`src/rtl/kcall_pkg.sv`:
```
package kcall_pkg;
   localparam int unsigned INSN_W = 32;
   // opcode bits 31:26 and function bits 5:0 take part; code field is masked
   localparam logic [INSN_W-1:0] SYSCALL_MASK  = 32'hFC00_003F;
   localparam logic [INSN_W-1:0] SYSCALL_MATCH = 32'h0000_000C;

   function automatic logic is_syscall(input logic [INSN_W-1:0] insn);
      return (insn & SYSCALL_MASK) == SYSCALL_MATCH;
   endfunction
endpackage

```
`src/rtl/kcall_decode.sv`:
```
module kcall_decode
   import kcall_pkg::*;
#(
   parameter int unsigned XLEN = 32,
   parameter int unsigned N_HANDLED = 6,
   parameter logic [(N_HANDLED > 0 ? N_HANDLED : 1)*XLEN-1:0] HANDLED_SET = '0
) (
   input  logic              ret_valid,
   input  logic [INSN_W-1:0] ret_insn,
   input  logic [XLEN-1:0]   ret_v1,
   output logic              ev,
   output logic              handled
);
   assign ev = ret_valid && is_syscall(ret_insn);

   generate
      if (N_HANDLED == 0) begin : g_none
         assign handled = 1'b0;
      end else begin : g_list
         logic [N_HANDLED-1:0] hit_vec;
         for (genvar i = 0; i < N_HANDLED; i++) begin : g_cmp
            assign hit_vec[i] = (ret_v1 == HANDLED_SET[i*XLEN +: XLEN]);
         end
         assign handled = |hit_vec;
      end
   endgenerate
endmodule

```
`src/rtl/kcall_watch_slot.sv`:
```
module kcall_watch_slot #(
   parameter int unsigned XLEN = 32,
   parameter int unsigned CNT_W = 16,
   parameter logic [XLEN-1:0] WATCH_NUM = '0
) (
   input  logic                 clk,
   input  logic                 rst,
   input  logic                 ev,
   input  logic [XLEN-1:0]      ret_v1,
   input  logic [XLEN-1:0]      ret_pc,
   input  logic [3:0][XLEN-1:0] ret_arg,
   output logic                 seen,
   output logic [CNT_W-1:0]     count,
   output logic [XLEN-1:0]      snap_pc,
   output logic [3:0][XLEN-1:0] snap_arg
);
   localparam logic [CNT_W-1:0] CNT_MAX = '1;

   logic hit;
   assign hit = ev && (ret_v1 == WATCH_NUM);

   always_ff @(posedge clk) begin
      if (rst) begin
         seen     <= 1'b0;
         count    <= '0;
         snap_pc  <= '0;
         snap_arg <= '0;
      end else if (hit) begin
         seen <= 1'b1;
         if (!seen) begin
            snap_pc  <= ret_pc;
            snap_arg <= ret_arg;
         end
         if (count != CNT_MAX) count <= count + 1'b1;
      end
   end


   count_step_chk: assert property (@(posedge clk) disable iff (rst)
      (hit && count != CNT_MAX) |=> count == CNT_W'($past(count) + 1'b1));

   count_sat_chk: assert property (@(posedge clk) disable iff (rst)
      (count == CNT_MAX) |=> count == CNT_MAX);

   snap_hold_chk: assert property (@(posedge clk) disable iff (rst)
      seen |=> ($stable(snap_pc) && $stable(snap_arg)));

   seen_rise_chk: assert property (@(posedge clk) disable iff (rst)
      hit |=> seen);
endmodule

```
`src/rtl/kcall_first_unhandled.sv`:
```
module kcall_first_unhandled #(
   parameter int unsigned XLEN = 32
) (
   input  logic            clk,
   input  logic            rst,
   input  logic            ev,
   input  logic            handled,
   input  logic [XLEN-1:0] ret_pc,
   input  logic [XLEN-1:0] ret_v1,
   output logic            valid,
   output logic [XLEN-1:0] pc,
   output logic [XLEN-1:0] num
);
   always_ff @(posedge clk) begin
      if (rst) begin
         valid <= 1'b0;
         pc    <= '0;
         num   <= '0;
      end else if (ev && !handled && !valid) begin
         valid <= 1'b1;
         pc    <= ret_pc;
         num   <= ret_v1;
      end
   end


   unh_take_chk: assert property (@(posedge clk) disable iff (rst)
      (!valid && ev && !handled) |=> (valid && num == $past(ret_v1) && pc == $past(ret_pc)));

   unh_sticky_chk: assert property (@(posedge clk) disable iff (rst)
      valid |=> (valid && $stable(pc) && $stable(num)));
endmodule

```
`src/rtl/kcall_trace_mon.sv`:
```
module kcall_trace_mon
   import kcall_pkg::*;
#(
   parameter int unsigned XLEN = 32,
   parameter int unsigned CNT_W = 16,
   parameter int unsigned N_HANDLED = 6,
   parameter logic [(N_HANDLED > 0 ? N_HANDLED : 1)*XLEN-1:0] HANDLED_SET =
      {32'h12, 32'h78, 32'h64, 32'h40, 32'h3D, 32'h3C},
   parameter int unsigned N_WATCH = 2,
   parameter logic [N_WATCH*XLEN-1:0] WATCH_SET = {32'h12, 32'h78}
) (
   input  logic                      clk,
   input  logic                      rst,
   input  logic                      ret_valid,
   input  logic [INSN_W-1:0]         ret_insn,
   input  logic [XLEN-1:0]           ret_pc,
   input  logic [XLEN-1:0]           ret_v1,
   input  logic [XLEN-1:0]           ret_a0,
   input  logic [XLEN-1:0]           ret_a1,
   input  logic [XLEN-1:0]           ret_a2,
   input  logic [XLEN-1:0]           ret_a3,
   output logic [N_WATCH-1:0]        watch_seen,
   output logic [N_WATCH*CNT_W-1:0]  watch_count,
   output logic [N_WATCH*XLEN-1:0]   watch_pc,
   output logic [N_WATCH*XLEN-1:0]   watch_a0,
   output logic [N_WATCH*XLEN-1:0]   watch_a1,
   output logic [N_WATCH*XLEN-1:0]   watch_a2,
   output logic [N_WATCH*XLEN-1:0]   watch_a3,
   output logic                      unh_valid,
   output logic [XLEN-1:0]           unh_pc,
   output logic [XLEN-1:0]           unh_num
);
   generate
      if (XLEN < 8) begin : g_bad_xlen
         $error("kcall_trace_mon: XLEN must be at least 8");
      end
      if (CNT_W < 2) begin : g_bad_cnt
         $error("kcall_trace_mon: CNT_W must be at least 2");
      end
      if (N_WATCH < 1) begin : g_bad_watch
         $error("kcall_trace_mon: N_WATCH must be at least 1");
      end
   endgenerate

   logic ev;
   logic handled;
   logic [3:0][XLEN-1:0] ret_arg;
   assign ret_arg = {ret_a3, ret_a2, ret_a1, ret_a0};

   kcall_decode #(
      .XLEN(XLEN), .N_HANDLED(N_HANDLED), .HANDLED_SET(HANDLED_SET)
   ) u_decode (
      .ret_valid(ret_valid), .ret_insn(ret_insn), .ret_v1(ret_v1),
      .ev(ev), .handled(handled)
   );

   generate
      for (genvar s = 0; s < N_WATCH; s++) begin : g_slot
         logic [3:0][XLEN-1:0] snap_arg;
         kcall_watch_slot #(
            .XLEN(XLEN), .CNT_W(CNT_W), .WATCH_NUM(WATCH_SET[s*XLEN +: XLEN])
         ) u_slot (
            .clk(clk), .rst(rst), .ev(ev), .ret_v1(ret_v1), .ret_pc(ret_pc),
            .ret_arg(ret_arg),
            .seen(watch_seen[s]),
            .count(watch_count[s*CNT_W +: CNT_W]),
            .snap_pc(watch_pc[s*XLEN +: XLEN]),
            .snap_arg(snap_arg)
         );
         assign watch_a0[s*XLEN +: XLEN] = snap_arg[0];
         assign watch_a1[s*XLEN +: XLEN] = snap_arg[1];
         assign watch_a2[s*XLEN +: XLEN] = snap_arg[2];
         assign watch_a3[s*XLEN +: XLEN] = snap_arg[3];
      end
   endgenerate

   kcall_first_unhandled #(.XLEN(XLEN)) u_unh (
      .clk(clk), .rst(rst), .ev(ev), .handled(handled),
      .ret_pc(ret_pc), .ret_v1(ret_v1),
      .valid(unh_valid), .pc(unh_pc), .num(unh_num)
   );


   strobe_idle_chk: assert property (@(posedge clk) disable iff (rst)
      !ret_valid |=> ($stable(watch_count) && $stable(watch_seen) && $stable(unh_valid)));

   reset_clear_chk: assert property (@(posedge clk)
      rst |=> (watch_seen == '0 && watch_count == '0 && !unh_valid));
endmodule

```
`config.mk`:
```
export PLATFORM = sky130hd
export DESIGN_NAME = kcall_trace_mon
export DESIGN_NICKNAME = d
export VERILOG_FILES = /design/src/rtl/kcall_pkg.sv /design/src/rtl/kcall_decode.sv /design/src/rtl/kcall_watch_slot.sv /design/src/rtl/kcall_first_unhandled.sv /design/src/rtl/kcall_trace_mon.sv
export SDC_FILE = /design/constraint.sdc
export NUM_CORES = 1
export LEC_CHECK = 0
export BUFFER_PORTS_ARGS = -buffer_cell sky130_fd_sc_hd__buf_2
export CAP_MARGIN = 10
export CORE_AREA = 2 2 253 255
export CTS_BUF_LIST = sky130_fd_sc_hd__clkbuf_8
export CTS_CLUSTER_DIAMETER = 80
export DETAILED_ROUTE_END_ITERATION = 16
export DIE_AREA = 0 0 255 257
export GPL_TIMING_DRIVEN = 0
export HOLD_SLACK_MARGIN = 0.05
export PLACE_DENSITY = 0.6
export SETUP_SLACK_MARGIN = 0.15
export SYNTH_ARGS = -nofsm -noshare
export SYNTH_HDL_FRONTEND = slang
export SYNTH_SLANG_ARGS = --single-unit
```
`constraint.sdc`:
```
create_clock -name clk -period 7.6 [get_ports clk]
set_input_delay 1.52 -clock clk [delete_from_list [all_inputs] [get_ports clk]]
set_output_delay 1.52 -clock clk [all_outputs]
set_load 0.02 [all_outputs]
```
[Word level (Yosys, flattened, before mapping)]
Index checks and enable logic that the tools add are counted.
W data, S select, Z words.
Word-level totals
  input port bits: 227
  logic and storage cells: 42
  flip-flop bits (word level): 419
  output and inout port bits: 419
Cells by class
  bitwise operators: 2
  reduce and logical (&&, ||, !) cells: 12
  equal/unequal tests: 9
  add/sub/neg operators: 2
Operators by type and width (number)
  $eq A32 B7 Y1 const B: 3
  $eq A32 B6 Y1 const B: 2
  $add A16 B1 Y16 const B: 2
  $eq A32 B5 Y1 const B: 1
  $ne A16 B16 Y1 const B: 2
  $eq A12 B4 Y1 const B: 1
  $reduce_and A2 Y1: 4
  $reduce_or A6 Y1: 1
  $logic_and A1 B1 Y1: 5
  $logic_not A1 Y1: 2
  $not A1 Y1: 2

[Depth between registers and ports, before layout]
Gate-level depths: netlist of run 1.
  depth in word-level cells: 5
  gate-level depth with buffers: 9
  depth with buffers taken out: 6

[Cells and area by module]
A second synthesis of run 1 with hierarchy kept.
Unflattened totals
  cell total of the unflattened synthesis: 1942
  area total of the unflattened synthesis: 15999.1 um^2
Modules (own cells, without submodules)
  kcall_watch_slot (g_slot[0].u_slot): sequential area each 3543.4 um^2, area an instance 6462.4 um^2, cells each 818, instances 1
  kcall_watch_slot (g_slot[1].u_slot): sequential area each 3543.4 um^2, area an instance 6419.9 um^2, cells each 818, instances 1
  kcall_first_unhandled: sequential area each 1301.2 um^2, area an instance 2956.6 um^2, cells each 282, instances 1
  kcall_decode: sequential area each 0.0 um^2, area an instance 160.2 um^2, cells each 24, instances 1

[Worst setup path after synthesis of run 1]
No wires, ideal clock.
  path type: input -> register
  from: in ret_v1[0]
  to: reg g_slot[1].u_slot.count[15]
  required time: 7.479 ns
  path slack: 4.186 ns
  library setup time: 0.121 ns
  buffers on the path: 1
  arrival time: 3.294 ns
  stages on the path: 6
  cells stage by stage: or4b_4 > nor3_4 > nand3_1 > buf_6 > nor4_1 > mux2_2
Between the ends
  longest elaborated chain between the ends: 3
RTL lines
  start: declaration: line kcall_trace_mon.sv:17  | input logic [XLEN-1:0] ret_v1,
  $eq A32 B5 Y1: line kcall_watch_slot.sv:20  | assign hit = ev && (ret_v1 == WATCH_NUM);
  $logic_and A1 B1 Y1: line kcall_watch_slot.sv:20
  $reduce_and A2 Y1 (no line)
  end signal: assignment: line kcall_watch_slot.sv:34  | if (count != CNT_MAX) count <= count + 1'b1;
  end: declaration: line kcall_watch_slot.sv:13  | output logic [CNT_W-1:0] count,
No other way between the ends.
A chain may end at the register's enable or synchronous reset.

[Worst setup path in the final report of run 1]
  from: in ret_insn[27]
  to: reg u_unh.pc[22]
Between the ends
  longest elaborated chain between the ends: 4
RTL lines
  start: declaration: line kcall_trace_mon.sv:15  | input logic [INSN_W-1:0] ret_insn,
  $eq A12 B4 Y1: line kcall_pkg.sv:8  | return (insn & SYSCALL_MASK) == SYSCALL_MATCH;
  $logic_and A1 B1 Y1: line kcall_decode.sv:14  | assign ev = ret_valid && is_syscall(ret_insn);
  $logic_and A1 B1 Y1 (2 in a row): line kcall_first_unhandled.sv:19  | end else if (ev && !handled && !valid) begin
  end signal: assignment: line kcall_first_unhandled.sv:21  | pc <= ret_pc;
  end: declaration: line kcall_first_unhandled.sv:11  | output logic [XLEN-1:0] pc,
No other way between the ends.

==> summary.txt, run 1 <==
worst hold path type -> flop to flop
sw power -> 0.00109 W
GP Congestion -> 0.923
Finish-stage setup viols -> 0
Storage cell area -> 0.00839 mm2
sw frac -> 24.3%
DIE WIDTH -> 255 um
net count reported at finish -> 2689
commonest non-fill, non-tap cells in the layout -> 644 x buf_2, 484 x nand2b_1, 419 x dfxtp_1
Yosys reg bits -> 419
Hold Vio Cnt, Final -> 0
Worst Path Class, Setup -> input pin to flop
CP startpoint kind -> input pin
largest net degree at the start of global routing -> 12
Post-DRT Antenna Nets -> 0
GR Util met1 -> 22.9%
CTS clk-pin slew, worst paths -> 0.06 ns
CTS max path bufs -> 3
WL/cell -> 20.3 um
DRC -> 0
Remaining Overflow, GRT -> 0
Synth Warn # -> 0
area grow syn2layout -> 32.0%
Seq pwr share -> 49.2%
CTS tree -> done
fill count -> 6436
via count -> 15700
TritonCTS Buffers -> 75
Static Leakage -> 10.8 nW
maximum clock rate -> 227 MHz
global-route track usage on met3 -> 5.33%
layout cells sized above 1 -> 31.3%
post-cts gate resize count -> 0
DPL Wire Length -> 52.9 mm
Peak VDD IR -> 0.117 mV
synthesized area per cell -> 9.98 um2
drt pass-1 iters -> 5
Post-Syn Instances -> 1759
largest cells by area after synthesis -> dfxtp_1 48%, mux2i_1 18%, nand2b_1 17%
clock network power share -> 45.8%
Clock Tree Root -> clkbuf_8
pwr dens -> 193 mW/mm2
most common cell after layout, fill and taps aside -> buf_2
Fin Setup TNS -> 0 ns
total power -> 0.00446 W
Final Skew -> 0.0294 ns
ys async rst share -> 0%
Post-Syn Nets -> 1988
post-synth top area cell -> dfxtp_1
internal cell power -> 0.00338 W
Core Rows -> 92
die footprint -> 0.0655 mm2
# IOs -> 646
register area share after synthesis -> 47.8%
ys flop type -> dfxtp_1
Util after Layout -> 36.9%
Cell Area, Synth -> 0.0176 mm2
multi-input combinational cell area -> 0.00847 mm2
share of the synthesized area in the top cell type -> 47.8%
vias in the first global route -> 16300
RSZ-0062 raised after global routing -> no
postcts setup bufs -> 0
worst slew pin tran -> 1.12 ns
Crit path required time -> 8.15 ns
Max FO, Critical Path -> 10
global-route wire length before repair -> 100 mm
post-layout min period -> 4.40 ns
pre-CTS WS -> 2.48 ns
effective utilization at floorplan -> 28.0%
Max-cap violations -> 0
vias per inst -> 4.68
Post-Route WL -> 68.0 mm
EDFF count, synth -> 0
clk sinks -> 419
crit end category -> flop
Final Cycle Share -> 57.9%
post-synth cell types -> 44
fin worst setup slack -> 3.20 ns
met2 Usage GRT -> 34.1%
cts hold-fix bufs -> 0
Die H -> 257 um
final slew viol count -> 0
initial DRC count -> 655
max_slew headroom -> 25.0%
htree depth -> 3
Tot GR Track Use -> 20.0%
Logic pwr share -> 5.0%
initial antenna violation count -> 9
core area -> 0.0627 mm2
later-pin clock latency in the skew report -> 0.65 ns
Worst EP arrival -> 4.95 ns
status -> complete, no violations
gr busiest metal -> met2
WHS -> 0.466 ns
port bufs -> 624
[worst paths after layout]
check,startpoint,endpoint,slack [ns],cells after the start
setup / recovery,ret_insn[27],u_unh.pc[22],3.20,8
hold / removal,g_slot[0].u_slot.snap_arg[3],g_slot[0].u_slot.snap_arg[3],0.47,2
setup reg to reg,g_slot[0].u_slot.count[0],g_slot[0].u_slot.count[11],4.90,9
hold reg to reg,g_slot[0].u_slot.snap_arg[3],g_slot[0].u_slot.snap_arg[3],0.47,2
[state kept, by name (all words and copies together) (netlist names)]
name / cells
u_unh.valid: 1
u_unh.pc: 32
g_slot.u_slot.count: 32
g_slot.u_slot.snap_pc: 64
g_slot.u_slot.seen: 2
u_unh.num: 32
g_slot.u_slot.snap_arg: 256
[cell type report]
cell class / count / share of cell area (%)
Sequential cell: 419 / 36.2
Buffer: 138 / 2.93
Clock inverter: 35 / 0.886
Clock buffer: 88 / 5.23
Multi-Input combinational cell: 1197 / 36.6
Timing Repair Buffer: 624 / 13.5
Tap cell: 846 / 4.57
Inverter: 5 / 0.0810
Antenna cell: 6 / 0.0648
[stage by stage]
stage	std cells	area, um2
floorplan	1759	17600
global placement	3229	21700
detailed placement	3229	21700
CTS	3352	23200
global route	3358	23200
finish	3358	23200
[routing by layer]
metal	part of all wire [%]	vias to the layer above
met4	4.0	0
met1	40	7559
met5	0	-
li1	-	7412
met3	7.9	134
met2	48	621
[worst max-delay path, cell delays in order]
cell and delay, ns:
buf_2 0.10, nor4b_1 0.82, nand4_1 0.40, nor2_1 0.47, clkbuf_1 0.68, clkbuf_1 0.46, nand3_1 0.31, a21oi_1 0.19
[kinds of logic after synthesis]
group                    Yosys count  synth area share (%)
multiplexers                     330                  18.9
adder cells (fa/ha/maj)            2                 0.143
XOR/XNOR                           1                0.0499
AO/OA/AOI/OAI                    177                  5.30
buffers and inverters            143                  3.97
AND/OR/NAND/NOR                  687                  23.9
flip-flops                       419                  47.8
[synth_stat cells, types with 2 or more instances]
| cell type | number |
|---|---|
| nand2b_1 | 484 |
| dfxtp_1 | 419 |
| mux2i_1 | 322 |
| a21oi_1 | 87 |
| clkbuf_1 | 86 |
| nand3_1 | 82 |
| o21ai_0 | 75 |
| nor2_1 | 21 |
| buf_2 | 20 |
| nor4_1 | 17 |
| buf_4 | 14 |
| nand2_1 | 13 |
| nand4_1 | 13 |
| or4_1 | 12 |
| buf_6 | 11 |
| o31ai_1 | 11 |
| mux2_2 | 8 |
| nor2b_1 | 8 |
| or3_1 | 8 |
| buf_1 | 7 |
| inv_1 | 5 |
| nor3_1 | 5 |
| and3_1 | 4 |
| nor4b_1 | 3 |
| and2_1 | 2 |
| and4_1 | 2 |
| ha_1 | 2 |
| or2_2 | 2 |
[power groups by stage]
stage	Sequential, W	Clock, W	Combinational (W)
2_1_floorplan	0.00224	0	0.000100
3_3_place_gp	0.00224	0	0.000219
3_5_place_dp	0.00224	0	0.000222
4_1_cts	0.00220	0.00211	0.000224
5_1_grt	0.00220	0.00220	0.000239
6_report	0.00220	0.00205	0.000221
Power figures use the tool's default switching activity.
==> inputs of run 2 (changes only) <==
--- a/config.mk
+++ b/config.mk
@@ -5,16 +5,17 @@
 export SDC_FILE = /design/constraint.sdc
 export NUM_CORES = 1
 export LEC_CHECK = 0
+export ABC_AREA = 1
 export BUFFER_PORTS_ARGS = -buffer_cell sky130_fd_sc_hd__buf_2
 export CAP_MARGIN = 10
-export CORE_AREA = 2 2 253 255
+export CORE_AREA = 2 2 254 256
 export CTS_BUF_LIST = sky130_fd_sc_hd__clkbuf_8
 export CTS_CLUSTER_DIAMETER = 80
 export DETAILED_ROUTE_END_ITERATION = 16
-export DIE_AREA = 0 0 255 257
+export DIE_AREA = 0 0 256 258
 export GPL_TIMING_DRIVEN = 0
 export HOLD_SLACK_MARGIN = 0.05
-export PLACE_DENSITY = 0.6
+export PLACE_DENSITY = 0.63
 export SETUP_SLACK_MARGIN = 0.15
 export SYNTH_ARGS = -nofsm -noshare
 export SYNTH_HDL_FRONTEND = slang
==> constraint.sdc (replaced) <==
create_clock -name clk -period 3.9 [get_ports clk]
set_input_delay 0.78 -clock clk [delete_from_list [all_inputs] [get_ports clk]]
set_output_delay 0.78 -clock clk [all_outputs]
set_load 0.02 [all_outputs]
==> summary.txt, run 2 <==
Peak VDD IR -> 0.201 mV (+73%)
initial DRC count -> 1082 (+65%)
Hold Vio Cnt, Final -> 0 (unchanged)
# IOs -> 646 (unchanged)
Post-Syn Instances -> 2801 (+59%)
crit end category -> flop
vias per inst -> 4.15 (-11%)
status -> complete, no violations
critical-path cell list -> clkbuf_1, clkinv_1, clkbuf_1, clkbuf_1, o21ai_0, nor2_1
CP startpoint kind -> input pin
Die H -> 258 um (+0.39%)
most common cell after layout, fill and taps aside -> inv_1
post-synth top area cell -> dfxtp_1
pre-CTS WS -> 0.560 ns (-1.92 ns)
cts hold-fix bufs -> 0 (unchanged)
Top delay family on crit path -> buffers and inverters
Storage cell area -> 0.00839 mm2 (unchanged)
CP max stage delay -> 0.78 ns (-0.04 ns)
effective utilization at floorplan -> 28.9% (+0.95 points)
initial antenna violation count -> 7 (-2)
later-pin clock latency in the skew report -> 0.64 ns (about the same)
synthesized area per cell -> 6.57 um2 (-34%)
maximum clock rate -> 383 MHz
worst hold path type -> input pin to flop
share of the synthesized area in the top cell type -> 45.5% (-2.2 points)
Most flops, register -> g_slot.u_slot.snap_arg
Max-cap violations -> 0 (unchanged)
die footprint -> 0.0660 mm2 (+0.78%)
fin worst setup slack -> 1.29 ns (-1.91 ns)
Final Cycle Share -> 67.0%
global-route wire length before repair -> 102 mm (+2.0%)
WL/cell -> 15.4 um (-24%)
Post-synth top cells -> 735 x inv_1, 532 x nand2_1, 509 x nor2_1, 419 x dfxtp_1, 223 x o21ai_0
max reg flops -> 256 (unchanged)
clk sinks -> 419 (unchanged)
Core Rows -> 93 (+1.1%)
Synth Warn # -> 0 (unchanged)
port bufs -> 624 (unchanged)
post-synth cell types -> 29 (-34%)
DRC -> 0 (unchanged)
worst slew pin tran -> 1.06 ns (-0.0603 ns)
Remaining Overflow, GRT -> 0 (unchanged)
vias in the first global route -> 17400 (+6.7%)
core area -> 0.0636 mm2 (+1.5%)
fill count -> 6974 (+8.4%)
drt pass-1 iters -> 5 (unchanged)
Max FO, Critical Path -> 10 (unchanged)
CTS max path bufs -> 3 (unchanged)
pwr dens -> 362 mW/mm2 (+88%)
CTS clk-pin slew, worst paths -> 0.05 ns (about the same)
Crit path required time -> 4.44 ns (-3.71 ns)
DIE WIDTH -> 256 um (+0.39%)
Post-Syn Nets -> 3030 (+52%)
Worst EP arrival -> 3.16 ns (-1.79 ns)
htree depth -> 3 (unchanged)
largest registers -> g_slot.u_slot.snap_arg (256), g_slot.u_slot.snap_pc (64)
area grow syn2layout -> 30.6%
final slew viol count -> 0 (unchanged)
Clock Tree Root -> clkbuf_8
Tot GR Track Use -> 20.1% (+0.12 points)
most frequent cell after synthesis -> inv_1
ys async rst share -> 0% (unchanged)
Yosys reg bits -> 419 (unchanged)
postcts setup bufs -> 0 (unchanged)
post-cts gate resize count -> 0 (unchanged)
largest cells by area after synthesis -> dfxtp_1 46%, inv_1 15%, nand2_1 11%
Critical-path top delay cell -> clkbuf_1
most used cell, CP -> clkbuf_1
multi-input combinational cell area -> 0.00645 mm2 (-24%)
via count -> 18300 (+16%)
TritonCTS Buffers -> 77 (+2.7%)
max_slew headroom -> 29.1% (+4.0 points)
commonest non-fill, non-tap cells in the layout -> 764 x inv_1, 641 x buf_2, 532 x nand2_1
ys flop type -> dfxtp_1
post-layout min period -> 2.61 ns
Worst Path Class, Setup -> input pin to flop
Static Leakage -> 12.8 nW (+19%)
largest net degree at the start of global routing -> 12 (unchanged)
buffers and inverters on the worst path -> 4 (+1)
Post-DRT Antenna Nets -> 0 (unchanged)
net count reported at finish -> 3733 (+39%)
Fin Setup TNS -> 0 ns (unchanged)
Cell Area, Synth -> 0.0184 mm2 (+4.9%)
Final Non-Filler Cells -> 4412 (+31%)
Finish-stage setup viols -> 0 (unchanged)
Final Skew -> 0.0347 ns (+0.00535 ns)
EDFF count, synth -> 0 (unchanged)
CTS tree -> done
DPL Wire Length -> 52.2 mm (-1.4%)
layout cells sized above 1 -> 22.6% (-8.7 points)
GP Congestion -> 0.939 (+1.7%)
Post-Route WL -> 67.9 mm (-0.21%)
placed instance count -> 4280 (+33%)
RSZ-0062 raised after global routing -> no
register area share after synthesis -> 45.5% (-2.2 points)
## run 2: cell count changes in the layout (fill, tap and decap cells not counted), sizes merged, moves of 12 or more
cell	previous run	this run
or4	12	0
nand3	82	57
xor2	1	20
inv	35	768
a21oi	87	33
clkbuf	174	159
nor2	22	514
mux2i	322	0
nand2	14	534
nand2b	484	0
o21ai	75	321
nor4	17	0
## run 2: worst paths after layout
kind	startpoint	to	slack, ns	cells after the start
hold reg to reg	g_slot[0].u_slot.snap_arg[0]	g_slot[0].u_slot.snap_arg[0]	0.50	4
setup reg to reg	g_slot[1].u_slot.count[0]	g_slot[1].u_slot.count[11]	1.75	9
hold / removal	ret_v1[9]	u_unh.num[9]	0.38	3
setup / recovery	rst	g_slot[0].u_slot.snap_pc[18]	1.29	6
## run 2: worst reg2reg max path, stage by stage (launching register included)
cell and delay [ns]:
dfxtp_1 0.46, ha_1 0.24, nand2_1 0.08, nor2_1 0.23, and2_1 0.22, nand3_2 0.18
nand3_2 0.23, buf_4 0.22, nand2_1 0.07, a21oi_1 0.14
## run 2: cell families after synthesis
kind of cell,after synthesis,share of synthesized area [%]
buf+inv,875,19.4
compound gates,354,9.62
xor+xnor,27,1.28
simple gates,1124,24.0
flops,419,45.5
fa+ha+maj,2,0.136
## run 2: stage by stage
stage          cell area (um2)  hold slack, ns  power (W)  util, %
2_1_floorplan            18400           0.464    0.00451        -
3_3_place_gp             22600           0.492    0.00473     35.5
3_5_place_dp             22600           0.493    0.00473     35.5
4_1_cts                  24000           0.291    0.00887     37.8
5_1_grt                  24000           0.326    0.00909     37.8
6_report                 24100           0.384    0.00871     37.8
## run 2: per-layer routing
layer,global-route usage [%],wire length (um),vias to the layer above
li1,-,-,9480
met1,23.4,28000,8001
met5,0,11,-
met4,8.22,2350,2
met3,5.35,5240,126
met2,35.0,32300,690
## run 2: power by group
| group | internal [W] | switching (W) |
|---|---|---|
| Clock | 0.00217 | 0.00190 |
| Sequential | 0.00428 | 0.0000000735 |
| Combinational | 0.000126 | 0.000226 |
## run 2: final cells by class
class                           count  share of cell area (%)
Sequential cell                   419                    34.9
Multi-Input combinational cell   1507                    26.8
Timing Repair Buffer              624                    13.0
Inverter                          737                    11.5
Clock buffer                       84                    4.81
Tap cell                          855                    4.45
Buffer                            138                    3.37
Clock inverter                     42                    1.15
Antenna cell                        6                  0.0624
